<file path="config.mk">
export PLATFORM = sky130hd
export DESIGN_NAME = dither_phase_seq
export DESIGN_NICKNAME = d
export VERILOG_FILES = /design/src/rtl/dps_pkg.sv /design/src/rtl/dps_lfsr.sv /design/src/rtl/dps_sync_div.sv /design/src/rtl/dps_fsm.sv /design/src/rtl/dither_phase_seq.sv
export SDC_FILE = /design/constraint.sdc
export NUM_CORES = 1
export LEC_CHECK = 0
export BUFFER_PORTS_ARGS = -buffer_cell sky130_fd_sc_hd__buf_2
export CORE_UTILIZATION = 40
export CTS_BUF_LIST = sky130_fd_sc_hd__clkbuf_16
export DETAILED_ROUTE_END_ITERATION = 12
export PLACE_DENSITY = 0.61
export SYNTH_ARGS = -nofsm -noshare
export SYNTH_HDL_FRONTEND = slang
export SYNTH_HIERARCHICAL = 1
export SYNTH_SLANG_ARGS = --single-unit
</file>
<file path="constraint.sdc">
create_clock -name clk -period 7 [get_ports clk]
set_input_delay 1.4 -clock clk [delete_from_list [all_inputs] [get_ports clk]]
set_output_delay 1.4 -clock clk [all_outputs]
set_load 0.01 [all_outputs]
</file>
<file path="src/rtl/dps_pkg.sv">
package dps_pkg;
    typedef enum logic [2:0] {
        ST_IDLE,
        ST_OVBLK,
        ST_START,
        ST_JIT,
        ST_VREG,
        ST_IREG
    } dps_state_e;
endpackage

</file>
<file path="src/rtl/dps_lfsr.sv">
module dps_lfsr #(
    parameter int          LFSR_W = 16,
    parameter logic [15:0] TAPS   = 16'hB400,
    parameter logic [15:0] SEED   = 16'hACE1
) (
    input  logic              clk,
    input  logic              rst_n,
    input  logic              clear,
    input  logic              step,
    output logic [LFSR_W-1:0] value
);
    logic [LFSR_W-1:0] lfsr_q;
    logic              fb;

    assign fb    = ^(lfsr_q & TAPS[LFSR_W-1:0]);
    assign value = lfsr_q;

    always_ff @(posedge clk) begin
        if (!rst_n || clear) begin
            lfsr_q <= SEED[LFSR_W-1:0];
        end else if (step) begin
            lfsr_q <= {lfsr_q[LFSR_W-2:0], fb};
        end
    end

    AST_LFSR_NONZERO: assert property (@(posedge clk) disable iff (!rst_n)
        lfsr_q != '0);
endmodule

</file>
<file path="src/rtl/dps_sync_div.sv">
module dps_sync_div (
    input  logic clk,
    input  logic rst_n,
    input  logic tick,
    output logic sync_clk
);
    logic sync_q;

    assign sync_clk = sync_q;

    always_ff @(posedge clk) begin
        if (!rst_n) begin
            sync_q <= 1'b0;
        end else if (tick) begin
            sync_q <= ~sync_q;
        end
    end

    AST_SYNC_TOGGLE: assert property (@(posedge clk) disable iff (!rst_n)
        tick |=> (sync_clk != $past(sync_clk)));
    AST_SYNC_HOLD: assert property (@(posedge clk) disable iff (!rst_n)
        !tick |=> $stable(sync_clk));
endmodule

</file>
<file path="src/rtl/dps_fsm.sv">
module dps_fsm
    import dps_pkg::*;
#(
    parameter int DIV_W     = 3,
    parameter int BASE_LOG2 = 3,
    parameter int JIT_W     = 2,
    parameter int CNT_W     = 10
) (
    input  logic             clk,
    input  logic             rst_n,
    input  logic             osc_tick,
    input  logic [DIV_W-1:0] div_sel,
    input  logic             spread_en,
    input  logic             run_ok,
    input  logic             ovp,
    input  logic [JIT_W-1:0] jit_raw,
    output logic             lfsr_step,
    output logic             mode_cur,
    output logic             trk_vhi,
    output logic             trk_iout,
    output logic             trk_vlo,
    output logic             trk_dv,
    output logic             soft_req
);
    localparam logic [CNT_W-1:0] HALF_INIT = CNT_W'(1) << (BASE_LOG2 - 1);
    localparam logic [CNT_W-1:0] ONE       = CNT_W'(1);
    localparam logic [CNT_W-1:0] TWO       = CNT_W'(2);
    localparam logic [JIT_W-1:0] JONE      = JIT_W'(1);
    localparam logic [JIT_W-1:0] JMAX      = '1;

    dps_state_e       st_q, st_d;
    logic [CNT_W-1:0] cnt_q, cnt_d;
    logic [JIT_W-1:0] jit_q, jit_d;
    logic [DIV_W-1:0] div_q, div_d;
    logic [CNT_W-1:0] half;
    logic             last, prelast;
    logic [JIT_W-1:0] cap, jit_val;

    assign half    = HALF_INIT << div_q;
    assign last    = (cnt_q == half - ONE);
    assign prelast = (cnt_q == half - TWO);

    always_comb begin
        if (div_sel >= DIV_W'(JIT_W)) begin
            cap = JMAX;
        end else begin
            cap = JIT_W'(JONE << div_sel);
        end
        if (!spread_en) begin
            jit_val = '0;
        end else if (jit_raw > cap) begin
            jit_val = cap;
        end else begin
            jit_val = jit_raw;
        end
    end

    assign lfsr_step = (st_q == ST_IREG) && osc_tick && last && run_ok && !ovp;

    always_comb begin
        st_d  = st_q;
        cnt_d = cnt_q;
        jit_d = jit_q;
        div_d = div_q;
        if (!run_ok) begin
            st_d  = ST_IDLE;
            cnt_d = '0;
            jit_d = '0;
            div_d = div_sel;
        end else if (ovp) begin
            st_d  = ST_OVBLK;
            cnt_d = '0;
            jit_d = '0;
        end else begin
            unique case (st_q)
                ST_IDLE, ST_OVBLK: st_d = ST_START;
                ST_START: begin
                    st_d  = ST_VREG;
                    cnt_d = '0;
                    div_d = div_sel;
                end
                ST_VREG: if (osc_tick) begin
                    if (last) begin
                        st_d  = ST_IREG;
                        cnt_d = '0;
                    end else begin
                        cnt_d = cnt_q + ONE;
                    end
                end
                ST_IREG: if (osc_tick) begin
                    if (last) begin
                        cnt_d = '0;
                        div_d = div_sel;
                        if (jit_val != '0) begin
                            st_d  = ST_JIT;
                            jit_d = jit_val;
                        end else begin
                            st_d = ST_VREG;
                        end
                    end else begin
                        cnt_d = cnt_q + ONE;
                    end
                end
                ST_JIT: if (osc_tick) begin
                    if (jit_q == JONE) begin
                        st_d = ST_VREG;
                    end else begin
                        jit_d = jit_q - JONE;
                    end
                end
                default: st_d = ST_IDLE;
            endcase
        end
    end

    always_ff @(posedge clk) begin
        if (!rst_n) begin
            st_q  <= ST_IDLE;
            cnt_q <= '0;
            jit_q <= '0;
            div_q <= '0;
        end else begin
            st_q  <= st_d;
            cnt_q <= cnt_d;
            jit_q <= jit_d;
            div_q <= div_d;
        end
    end

    always_comb begin
        mode_cur = 1'b0;
        trk_vhi  = 1'b0;
        trk_iout = 1'b0;
        trk_vlo  = 1'b0;
        trk_dv   = 1'b0;
        soft_req = 1'b0;
        unique case (st_q)
            ST_START: soft_req = 1'b1;
            ST_VREG: begin
                trk_vhi  = last;
                trk_iout = last;
            end
            ST_IREG: begin
                mode_cur = 1'b1;
                trk_vlo  = prelast;
                trk_dv   = last;
            end
            default: ;
        endcase
    end

    AST_NO_OVERFLOW: assert property (@(posedge clk) disable iff (!rst_n)
        (st_q == ST_VREG || st_q == ST_IREG) |-> (cnt_q < half));
    AST_VHI_TO_CUR: assert property (@(posedge clk) disable iff (!rst_n)
        (trk_vhi && osc_tick && run_ok && !ovp) |=> mode_cur);
    AST_VLO_THEN_DV: assert property (@(posedge clk) disable iff (!rst_n)
        (trk_vlo && osc_tick && run_ok && !ovp) |=> trk_dv);
    AST_DV_ENDS_CUR: assert property (@(posedge clk) disable iff (!rst_n)
        (trk_dv && osc_tick && run_ok && !ovp) |=> !mode_cur);
    AST_RUN_LOW_IDLE: assert property (@(posedge clk) disable iff (!rst_n)
        !run_ok |=> !mode_cur && !trk_vhi && !trk_vlo && !trk_dv && !soft_req);
    AST_OV_BLOCK: assert property (@(posedge clk) disable iff (!rst_n)
        (run_ok && ovp) |=> !mode_cur && !trk_vhi && !trk_iout && !trk_vlo && !trk_dv);
    AST_SOFT_PULSE: assert property (@(posedge clk) disable iff (!rst_n)
        soft_req |=> !soft_req);
endmodule

</file>
<file path="src/rtl/dither_phase_seq.sv">
module dither_phase_seq #(
    parameter int DIV_W     = 3,
    parameter int BASE_LOG2 = 3,
    parameter int LFSR_W    = 16,
    parameter int JIT_W     = 2
) (
    input  logic             clk,
    input  logic             rst_n,
    input  logic             osc_tick,
    input  logic [DIV_W-1:0] div_sel,
    input  logic             spread_en,
    input  logic             run_ok,
    input  logic             ovp,
    output logic             mode_cur,
    output logic             trk_vhi,
    output logic             trk_iout,
    output logic             trk_vlo,
    output logic             trk_dv,
    output logic             soft_req,
    output logic             sync_clk
);
    localparam int CNT_W = BASE_LOG2 + (1 << DIV_W) - 1;

    logic [LFSR_W-1:0] lfsr_val;
    logic              lfsr_step;

    dps_lfsr #(
        .LFSR_W (LFSR_W)
    ) u_lfsr (
        .clk   (clk),
        .rst_n (rst_n),
        .clear (!run_ok),
        .step  (lfsr_step),
        .value (lfsr_val)
    );

    dps_fsm #(
        .DIV_W     (DIV_W),
        .BASE_LOG2 (BASE_LOG2),
        .JIT_W     (JIT_W),
        .CNT_W     (CNT_W)
    ) u_fsm (
        .clk       (clk),
        .rst_n     (rst_n),
        .osc_tick  (osc_tick),
        .div_sel   (div_sel),
        .spread_en (spread_en),
        .run_ok    (run_ok),
        .ovp       (ovp),
        .jit_raw   (lfsr_val[JIT_W-1:0]),
        .lfsr_step (lfsr_step),
        .mode_cur  (mode_cur),
        .trk_vhi   (trk_vhi),
        .trk_iout  (trk_iout),
        .trk_vlo   (trk_vlo),
        .trk_dv    (trk_dv),
        .soft_req  (soft_req)
    );

    dps_sync_div u_sync (
        .clk      (clk),
        .rst_n    (rst_n),
        .tick     (osc_tick),
        .sync_clk (sync_clk)
    );
endmodule

</file>
==> results.ini, run 1 <==
[timing]
setup_tns_ns = 0
min_period_ns = 4.15
max_freq_mhz = 241
max_slew_margin_pct = 27.5
rsz0062_at_grt = false
worst_pin_slew_ns = 1.09
finalSetupViolCount = 0
hold_viol = 0
clock_skew_ns = 0.00696
period_share_pct = 59.3
report.final.slew_viol_count = 0

[synth]
ys_warn_count = 6
synth_seq_cells = 35
synth_edf_count = 0
synth.net_count = 282
yosysUniqueCellTypes = 53
syn_area_um2 = 2170
syn_area_per_cell_um2 = 8.16
async_flop_share_pct = 0
synthCells = 266
synth_ff_type = dfxtp_1
seq_area_frac_synth_pct = 32.3

[setup_path]
reg2reg_depth = 11
crit_fanout = 8
crit_path_start_kind = flip-flop
cp.required_ns = 5.60
crit_type = flip-flop to output pin
r2r_slack_ns = 3.46
r2r-end = u_lfsr/value[6]
crit_arrival_ns = 2.75
r2r-start = u_fsm/div_q[1]
crit_path_end_kind = output pin

[place]
place.port_buffers = 15
dpl.hpwl_um = 3420
placed_area_um2 = 2190
gp_congestion = 0.808

[final_layout]
final_cell_area_um2 = 2360
fin_nets = 287
antenna_cells = 0
syn_to_final_growth_pct = 8.70
final_cell_mix = dfxtp_1 (35), nand2_1 (34), nor2_1 (29), mux2i_1 (20)
drive_gt1_share_pct = 11.8
final_common_cell = dfxtp_1

[clocking]
cts.reportedPaths.clkPinSlew_ns = 0.06
post_cts_buffers = 0
postCtsHoldBufs = 0
clock-root-buffer = clkbuf_16
insertion_delay_ns = 0.28
htreeDepth = 2
cts_buffers = 5
cts_tree = done
cts_resized = 0
clock-sinks = 35
cts_buffer_depth = 2

[worst_hold_path]
hold_path_startpoint = u_lfsr/value[6]
hold_path_end = u_lfsr/value[7]
holdPathStages = 2
hold_class = flip-flop to flip-flop

[global_route]
antenna_found_initial = 0
grt_pass1_vias = 1704
overflow = 0
grt_max_degree = 18
grtUsageTotal_pct = 18.5
grt_first_pass_wirelength_um = 7950

[die]
die_y_um = 75.7
initial_core_util_pct = 42.0
fp.coreArea_um2 = 5170
io-pin-count = 16
dieArea_um2 = 5730
rows = 26
die_width_um = 75.7

[routing]
wl_per_cell_um = 13.7
drt-total-wl_um = 4670
vias = 1871
ant_nets = 0
post_drt_via_cell_ratio = 5.47
drt-initial-drc-count = 146
drcViolationCount = 0
drt_pass1_iterations = 5

[power_and_ir_drop]
internal_power_uw = 388
swShare_pct = 23.0
powerDensity_nw_per_um2 = 214
pwr-share-clk_pct = 50.7
seqPwrFrac_pct = 40.8
p_switching_uw = 116
p_leak_uw = 0.000856
p_comb_share_pct = 8.5
peakVddDrop_v = 0.000129

[run]
drv_cap = 0

[status]
status = complete, no violations

registers in the layout (all words and copies together) (netlist names):
| name | cells |
|---|---|
| u_lfsr/value | 16 |
| u_fsm/jit_q | 2 |
| u_fsm/cnt_q | 10 |
| u_fsm/st_q | 3 |
| u_sync/sync_clk | 1 |
| u_fsm/div_q | 3 |
power groups by stage:
| stage | combinational [uW] | clock [uW] | sequential [uW] |
|---|---|---|---|
| 2_1_floorplan | 39.6 | 0 | 207 |
| 3_3_place_gp | 42.9 | 0 | 210 |
| 3_5_place_dp | 43.1 | 0 | 210 |
| 4_1_cts | 43.3 | 263 | 206 |
| 5_1_grt | 48.0 | 269 | 206 |
| 6_report | 43.1 | 256 | 206 |
how the worst max path moves through the flow:
stage / from / end / depth (start not counted)
2_1_floorplan: u_fsm/div_q[1] / trk_vhi / 11
3_3_place_gp: u_fsm/div_q[1] / trk_vhi / 9
3_5_place_dp: u_fsm/div_q[2] / trk_iout / 9
4_1_cts: u_fsm/div_q[2] / trk_iout / 9
5_1_grt: u_fsm/div_q[2] / trk_vhi / 9
6_report: u_fsm/div_q[1] / trk_iout / 9
cells by family (layout without fill, tap and decap cells):
logic type                 Yosys count  count (layout)  synth area share [%]
AOI/OAI and AO/OA                   55              55                  17.9
xor gates and xnor gates             9               9                  3.63
adders and majority gates            7               7                  4.03
buffers and inverters               29              35                  8.76
DFF                                 35              35                  32.3
muxes                               20              20                  9.22
and+or+nand+nor                    111             111                  24.2
metrics by stage:
stage          utilization (%)  std cells  total power (uW)  setup slack, ns  hold WS, ns
2_1_floorplan                -        266               247             3.09        0.441
5_1_grt                   45.6        342               523             2.66        0.500
6_report                  45.6        342               504             2.85        0.474
4_1_cts                   45.6        342               512             2.82        0.476
3_5_place_dp              42.3        334               253             3.13        0.460
3_3_place_gp              42.3        334               253             3.21        0.461
worst max-delay path, stage by stage, from the launching register on:
cell and delay (ns):
dfxtp_1 0.39, nor2_1 0.22, nand2_1 0.08, ha_1 0.30, or3_4 0.36, a21boi_2 0.15, o211ai_2 0.13, a311o_1 0.50
nor3_1 0.20, buf_2 0.16
synthesized netlist by cell type (2+ instances only):
cell type,n,share of area (%)
clkbuf_1,3,0.52
o21a_1,2,0.69
nand2_1,34,5.9
xnor2_1,7,2.8
ha_1,7,4.0
mux2i_1,20,9.2
o32ai_1,3,1.2
nand3_1,15,3.5
nor2_1,29,5.0
buf_4,2,0.69
a41oi_1,3,1.2
o21ai_0,10,2.3
o211ai_1,2,0.69
xor2_1,2,0.81
nor3_1,9,2.1
a21oi_1,9,2.1
buf_6,8,4.2
and2_1,2,0.58
o31ai_1,3,1.0
a31oi_1,8,2.3
nand2b_1,4,1.2
buf_2,2,0.46
and3_1,3,0.86
nor2b_1,5,1.4
dfxtp_1,35,32
inv_1,12,2.1
cell type report:
class	count	area (um^2)
multi-input cells	202	1280
well taps	70	87.6
flip-flops and latches	35	701
clock buffers	5	125
repair buffers	15	75.1
clock inverters	3	46.3
inverters	12	45.0
fillers	526	2810
layer usage:
layer | GRT usage [%] | vias up | routed length [um]
met5 | 0 | - | 0
met3 | 4.63 | 5 | 217
li1 | - | 949 | -
met1 | 26.5 | 881 | 2340
met4 | 5.14 | 0 | 46
met2 | 27.5 | 36 | 2070
Power figures use the tool's default switching activity.
==> run 2: changes to the inputs <==
--- a/config.mk
+++ b/config.mk
@@ -9,7 +9,7 @@
 export CORE_UTILIZATION = 40
 export CTS_BUF_LIST = sky130_fd_sc_hd__clkbuf_16
 export DETAILED_ROUTE_END_ITERATION = 12
-export PLACE_DENSITY = 0.61
+export PLACE_DENSITY = 0.63
 export SYNTH_ARGS = -nofsm -noshare
 export SYNTH_HDL_FRONTEND = slang
 export SYNTH_HIERARCHICAL = 1
==> constraint.sdc (replaced) <==
create_clock -name clk -period 3.7 [get_ports clk]
set_input_delay 0.74 -clock clk [delete_from_list [all_inputs] [get_ports clk]]
set_output_delay 0.74 -clock clk [all_outputs]
set_load 0.01 [all_outputs]
==> run 2 against run 1 <==
  * Register-to-register slack worse by 3.0 ns
  * Routed wire length fell by 0.92%
  * Worst setup slack lost 2.7 ns
  * Via count is 1.2% higher
  * Utilization increased by 0.36 points
  * Worst hold slack got worse by 0.0025 ns
  * Die area unchanged
  * Total power is 75% higher
  * Clock-buffer cell count is the same
  * Largest cell class unchanged
  * Final area up 0.80%
  * Cell count increased by 1.2%
==> results.ini, run 2 (same netlist as run 1, synthesis figures left out) <==
[clocking]
cts_buffer_depth = 2  ; unchanged
cts.reportedPaths.clkPinSlew_ns = 0.06  ; about the same
clock-root-buffer = clkbuf_16  ; unchanged
insertion_delay_ns = 0.27  ; was 0.28 ns
post_cts_buffers = 0  ; unchanged
htreeDepth = 2  ; unchanged
cts_buffers = 5  ; unchanged
clock-sinks = 35  ; unchanged
cts_tree = done  ; unchanged

[setup_path]
crit_family = simple AND/OR/NAND/NOR gates  ; unchanged
crit_type = flip-flop to output pin  ; unchanged
cp.required_ns = 2.96  ; was 5.60 ns
crit_path_end_kind = output pin  ; unchanged
crit_buf_inv = 1  ; unchanged
crit_fanout = 10  ; was 8
crit_path_start_kind = flip-flop  ; unchanged
crit_slowest_cell = a311o_2  ; was a311o_1
crit_arrival_ns = 2.77  ; was 2.75 ns
cp_cell_sequence = nor2_1 > nand2_1 > ha_1 > or3_4 > a21boi_2 > o211ai_2 > a311o_2 > nor2_1 > buf_2  ; was nor2_1 > nand2_1 > ha_1 > or3_4 > a21boi_2 > o211ai_2 > a311o_1 > nor3_1 > buf_2
r2r_slack_ns = 0.48  ; was 3.46 ns
cp_common_cell = nor2_1
worst_path_largest_cell_delay_ns = 0.50  ; about the same

[timing]
report.final.slew_viol_count = 0  ; unchanged
finalSetupViolCount = 0  ; unchanged
min_period_ns = 3.51
worst_pin_slew_ns = 0.776  ; was 1.09 ns
max_freq_mhz = 285
hold_viol = 0  ; unchanged
rsz0062_at_grt = false  ; unchanged
setup_tns_ns = 0  ; unchanged
clock_skew_ns = 0.00392  ; was 0.00696 ns
max_slew_margin_pct = 48.3  ; was 27.5%
period_share_pct = 95.0

[routing]
vias = 1894  ; was 1871
drt-total-wl_um = 4630  ; was 4670 um
ant_nets = 0  ; unchanged
drt-initial-drc-count = 99  ; was 146
drcViolationCount = 0  ; unchanged
drt_pass1_iterations = 4  ; was 5
wl_per_cell_um = 13.4  ; was 13.7 um
post_drt_via_cell_ratio = 5.47  ; about the same

[power_and_ir_drop]
fin_total_pwr_uw = 884  ; was 504 uW
p_leak_uw = 0.000869  ; was 0.000856 uW
peakVddDrop_v = 0.000342  ; was 0.000129 V
powerDensity_nw_per_um2 = 372  ; was 214 nW/um^2

[final_layout]
fin_nets = 291  ; was 287
largest_reg_flops = 16  ; unchanged
multi_input_area_um2 = 1290  ; was 1280 um^2
syn_to_final_growth_pct = 9.57  ; was 8.70%
regArea_um2 = 702  ; was 701 um^2
final_cell_area_um2 = 2380  ; was 2360 um^2
drive_gt1_share_pct = 14.1  ; was 11.8%
final.fill_count = 525  ; was 526
antenna_cells = 0  ; unchanged
final_cell_mix = nand2_1 (34), dfxtp_1 (34), nor2_1 (29), mux2i_1 (20)  ; was dfxtp_1 (35), nand2_1 (34), nor2_1 (29), mux2i_1 (20)

[global_route]
grt_max_degree = 18  ; unchanged
antenna_found_initial = 0  ; unchanged
overflow = 0  ; unchanged
grt_pass1_vias = 1602  ; was 1704
grt_first_pass_wirelength_um = 7500  ; was 7950 um
grtUsageTotal_pct = 17.3  ; was 18.5%

[worst_hold_path]
hold_class = flip-flop to flip-flop  ; unchanged

[die]
rows = 26  ; unchanged
die_y_um = 75.7  ; unchanged
dieArea_um2 = 5730  ; unchanged
fp.coreArea_um2 = 5170  ; unchanged
io-pin-count = 16  ; unchanged
die_width_um = 75.7  ; unchanged
initial_core_util_pct = 42.0  ; unchanged

[place]
place.port_buffers = 15  ; unchanged
dpl.hpwl_um = 3380  ; was 3420 um
gp_congestion = 0.767  ; was 0.808
placed_area_um2 = 2220  ; was 2190 um^2

[status]
status = complete, no violations  ; unchanged

[run]
drv_cap = 0  ; unchanged

run 2: path summary, 6_finish.rpt:
| check | end | depth (start not counted) | start |
|---|---|---|---|
| setup / recovery | trk_dv | 9 | u_fsm/div_q[2] |
| setup reg to reg | u_lfsr/value[5] | 12 | u_fsm/div_q[2] |
| hold reg to reg | u_lfsr/value[7] | 2 | u_lfsr/value[7] |
| hold / removal | u_lfsr/value[7] | 2 | u_lfsr/value[7] |
run 2: routing by layer:
layer	track usage (%)	up-vias	share of wire, %
li1	-	969	-
met1	23.2	886	48
met2	26.8	32	47
met3	4.50	7	3.2
met4	6.17	0	1.5
met5	0	-	0
run 2: final cells by class:
class	count	area share [%]
Clock buffer	5	5.26
Clock inverter	3	0.842
Inverter	12	1.89
Multi-Input combinational cell	202	54.4
Sequential cell	35	29.5
Tap cell	70	3.68
Timing Repair Buffer	19	4.42
run 2: timing repair:
| item | in CTS | in global routing |
|---|---|---|
| resized for setup | 0 | 4 |
| hold buffers | 0 | 0 |
| setup endpoints to repair | 0 | 3 |
| endpoints found under the hold margin | 0 | 0 |
run 2: per-stage QoR:
| step | util, % | cells | hold WS [ns] | setup slack [ns] |
|---|---|---|---|---|
| 2_1_floorplan | - | 266 | 0.441 | 0.448 |
| 3_3_place_gp | 42.9 | 338 | 0.455 | 0.532 |
| 3_5_place_dp | 42.9 | 338 | 0.461 | 0.456 |
| 4_1_cts | 45.7 | 346 | 0.477 | 0.152 |
| 5_1_grt | 46.0 | 346 | 0.502 | 0.0555 |
| 6_report | 46.0 | 346 | 0.472 | 0.186 |
run 2: where the power goes:
part | total [uW] | internal [uW] | switching [uW]
combinational | 84.8 | 36.1 | 48.7
clock | 409 | 248 | 161
sequential | 390 | 382 | 8.38
run 2: tightest hold or removal path: cells and delay by family, from the launching register on:
family / cells / cell delay, ns
flops: 1 / 0.33
simple gates: 1 / 0.05
mux: 1 / 0.06
==> run 3: changes to the inputs <==
--- a/config.mk
+++ b/config.mk
@@ -9,6 +9,8 @@
 export CORE_UTILIZATION = 40
 export CTS_BUF_LIST = sky130_fd_sc_hd__clkbuf_16
 export DETAILED_ROUTE_END_ITERATION = 12
+export GPL_ROUTABILITY_DRIVEN = 1
+export MAX_ROUTING_LAYER = met4
 export PLACE_DENSITY = 0.63
 export SYNTH_ARGS = -nofsm -noshare
 export SYNTH_HDL_FRONTEND = slang
==> run 3 against run 2 <==
  * Die area unchanged
  * Sequential power about the same
  * Total power about the same
  * Worst hold slack about the same
  * Largest power group unchanged
==> results.ini, run 3 (same netlist as run 1, synthesis figures left out) <==
[status]
status = complete, no violations  ; unchanged

[setup_path]
cp.required_ns = 2.96  ; about the same
crit_fanout = 10  ; unchanged
crit_arrival_ns = 2.78  ; was 2.77 ns
cp_common_cell = nor2_1  ; unchanged
cp_cell_sequence = nor2_1 > nand2_1 > ha_1 > or3_4 > a21boi_2 > o211ai_2 > a311o_2 > nor2_1 > buf_2  ; unchanged
crit_buf_inv = 1  ; unchanged
crit_slowest_cell = a311o_2  ; unchanged
crit_path_end_kind = output pin  ; unchanged
crit_type = flip-flop to output pin  ; unchanged
crit_path_start_kind = flip-flop  ; unchanged
worst_path_largest_cell_delay_ns = 0.50  ; about the same
crit_family = simple AND/OR/NAND/NOR gates  ; unchanged

[routing]
post_drt_via_cell_ratio = 5.44  ; was 5.47
vias = 1883  ; was 1894
wl_per_cell_um = 13.4  ; about the same
drcViolationCount = 0  ; unchanged
ant_nets = 0  ; unchanged
drt-initial-drc-count = 122  ; was 99
drt-total-wl_um = 4620  ; was 4630 um
drt_pass1_iterations = 4  ; unchanged

[die]
die_width_um = 75.7  ; unchanged
die_y_um = 75.7  ; unchanged
io-pin-count = 16  ; unchanged
initial_core_util_pct = 42.0  ; unchanged
fp.coreArea_um2 = 5170  ; unchanged
dieArea_um2 = 5730  ; unchanged
rows = 26  ; unchanged

[place]
place.port_buffers = 15  ; unchanged
dpl.hpwl_um = 3380  ; unchanged
gp_congestion = 0.777  ; was 0.767

[timing]
report.final.slew_viol_count = 0  ; unchanged
clock_skew_ns = 0.00337  ; was 0.00392 ns
setup_tns_ns = 0  ; unchanged
max_slew_margin_pct = 47.9  ; was 48.3%
hold_viol = 0  ; unchanged
period_share_pct = 95.0  ; about the same
min_period_ns = 3.52  ; was 3.51 ns
max_freq_mhz = 284  ; was 285 MHz
rsz0062_at_grt = false  ; unchanged
finalSetupViolCount = 0  ; unchanged
worst_pin_slew_ns = 0.782  ; was 0.776 ns

[clocking]
cts_buffers = 5  ; unchanged
clock-root-buffer = clkbuf_16  ; unchanged
clock-sinks = 35  ; unchanged
post_cts_buffers = 0  ; unchanged
htreeDepth = 2  ; unchanged
cts.reportedPaths.clkPinSlew_ns = 0.06  ; about the same
cts_buffer_depth = 2  ; unchanged
cts_tree = done  ; unchanged
insertion_delay_ns = 0.27  ; about the same

[final_layout]
largest_reg_flops = 16  ; unchanged
utilization_pct = 46.0  ; unchanged
syn_to_final_growth_pct = 9.57  ; unchanged
fin_nets = 291  ; unchanged
drive_gt1_share_pct = 14.1  ; unchanged
antenna_cells = 0  ; unchanged
final.fill_count = 525  ; unchanged
final_cell_mix = nand2_1 (34), dfxtp_1 (34), nor2_1 (29), mux2i_1 (20)  ; unchanged

[global_route]
grt_first_pass_wirelength_um = 7490  ; was 7500 um
overflow = 0  ; unchanged
grt_pass1_vias = 1605  ; was 1602
antenna_found_initial = 0  ; unchanged
grt_max_degree = 18  ; unchanged
grtUsageTotal_pct = 17.8  ; was 17.3%

[run]
drv_cap = 0  ; unchanged

[worst_hold_path]
hold_class = flip-flop to flip-flop  ; unchanged

[power_and_ir_drop]
peakVddDrop_v = 0.000342  ; about the same
p_leak_uw = 0.000869  ; unchanged
powerDensity_nw_per_um2 = 372  ; about the same

[run 3: cell counts in the layout (fill, tap and decap cells not counted)]
No cell type changed its count.
[run 3: timing repair]
item	4_1_cts	5_1_grt
setup endpoints to repair	0	3
resized for setup	0	4
hold buffers	0	0
[run 3: layout make-up]
class / count / area, um^2 / area share (%)
clock inverters: 3 / 20.0 / 0.842
inverters: 12 / 45.0 / 1.89
clock buffers: 5 / 125 / 5.26
well taps: 70 / 87.6 / 3.68
repair buffers: 19 / 105 / 4.42
multi-input cells: 202 / 1290 / 54.4
flip-flops and latches: 35 / 702 / 29.5
[run 3: where the power goes]
group | switching (uW) | internal, uW | total (uW) | leakage (uW)
clock | 162 | 248 | 410 | 0.0000674
combinational | 48.7 | 36.1 | 84.9 | 0.000518
sequential | 8.42 | 382 | 390 | 0.000284
total | 219 | 666 | 884 | 0.000869
[run 3: path summary, 6_finish.rpt]
| kind | to | slack [ns] | from | depth (start not counted) |
|---|---|---|---|---|
| worst max-delay path | trk_dv | 0.18 | u_fsm/div_q[2] | 9 |
| worst min-delay path | u_lfsr/value[7] | 0.47 | u_lfsr/value[7] | 2 |
| worst max register to register | u_lfsr/value[5] | 0.48 | u_fsm/div_q[2] | 12 |
| worst min register to register | u_lfsr/value[7] | 0.47 | u_lfsr/value[7] | 2 |
[run 3: metal layers]
layer | vias to the layer above | share of wire, % | global-route usage [%]
li1 | 970 | - | -
met1 | 873 | 49 | 23.2
met2 | 33 | 46 | 26.8
met3 | 7 | 3.3 | 4.50
met4 | 0 | 1.5 | 6.17
met5 | - | 0 | -
[run 3: per-stage QoR]
| stage | instance area [um^2] | worst slack, ns | hold slack [ns] | total power (uW) | cells |
|---|---|---|---|---|---|
| 6_report | 2380 | 0.184 | 0.472 | 884 | 346 |
| 4_1_cts | 2360 | 0.152 | 0.477 | 890 | 346 |
| 2_1_floorplan | 2170 | 0.448 | 0.441 | 467 | 266 |
| 3_5_place_dp | 2220 | 0.456 | 0.461 | 481 | 338 |
| 5_1_grt | 2380 | 0.0555 | 0.502 | 919 | 346 |
| 3_3_place_gp | 2220 | 0.532 | 0.455 | 479 | 338 |
[run 3: worst min-delay path, cell delays in order, from the launching register on]
cell and delay (ns):
dfxtp_1 0.33, mux2i_1 0.06, nand2_1 0.05
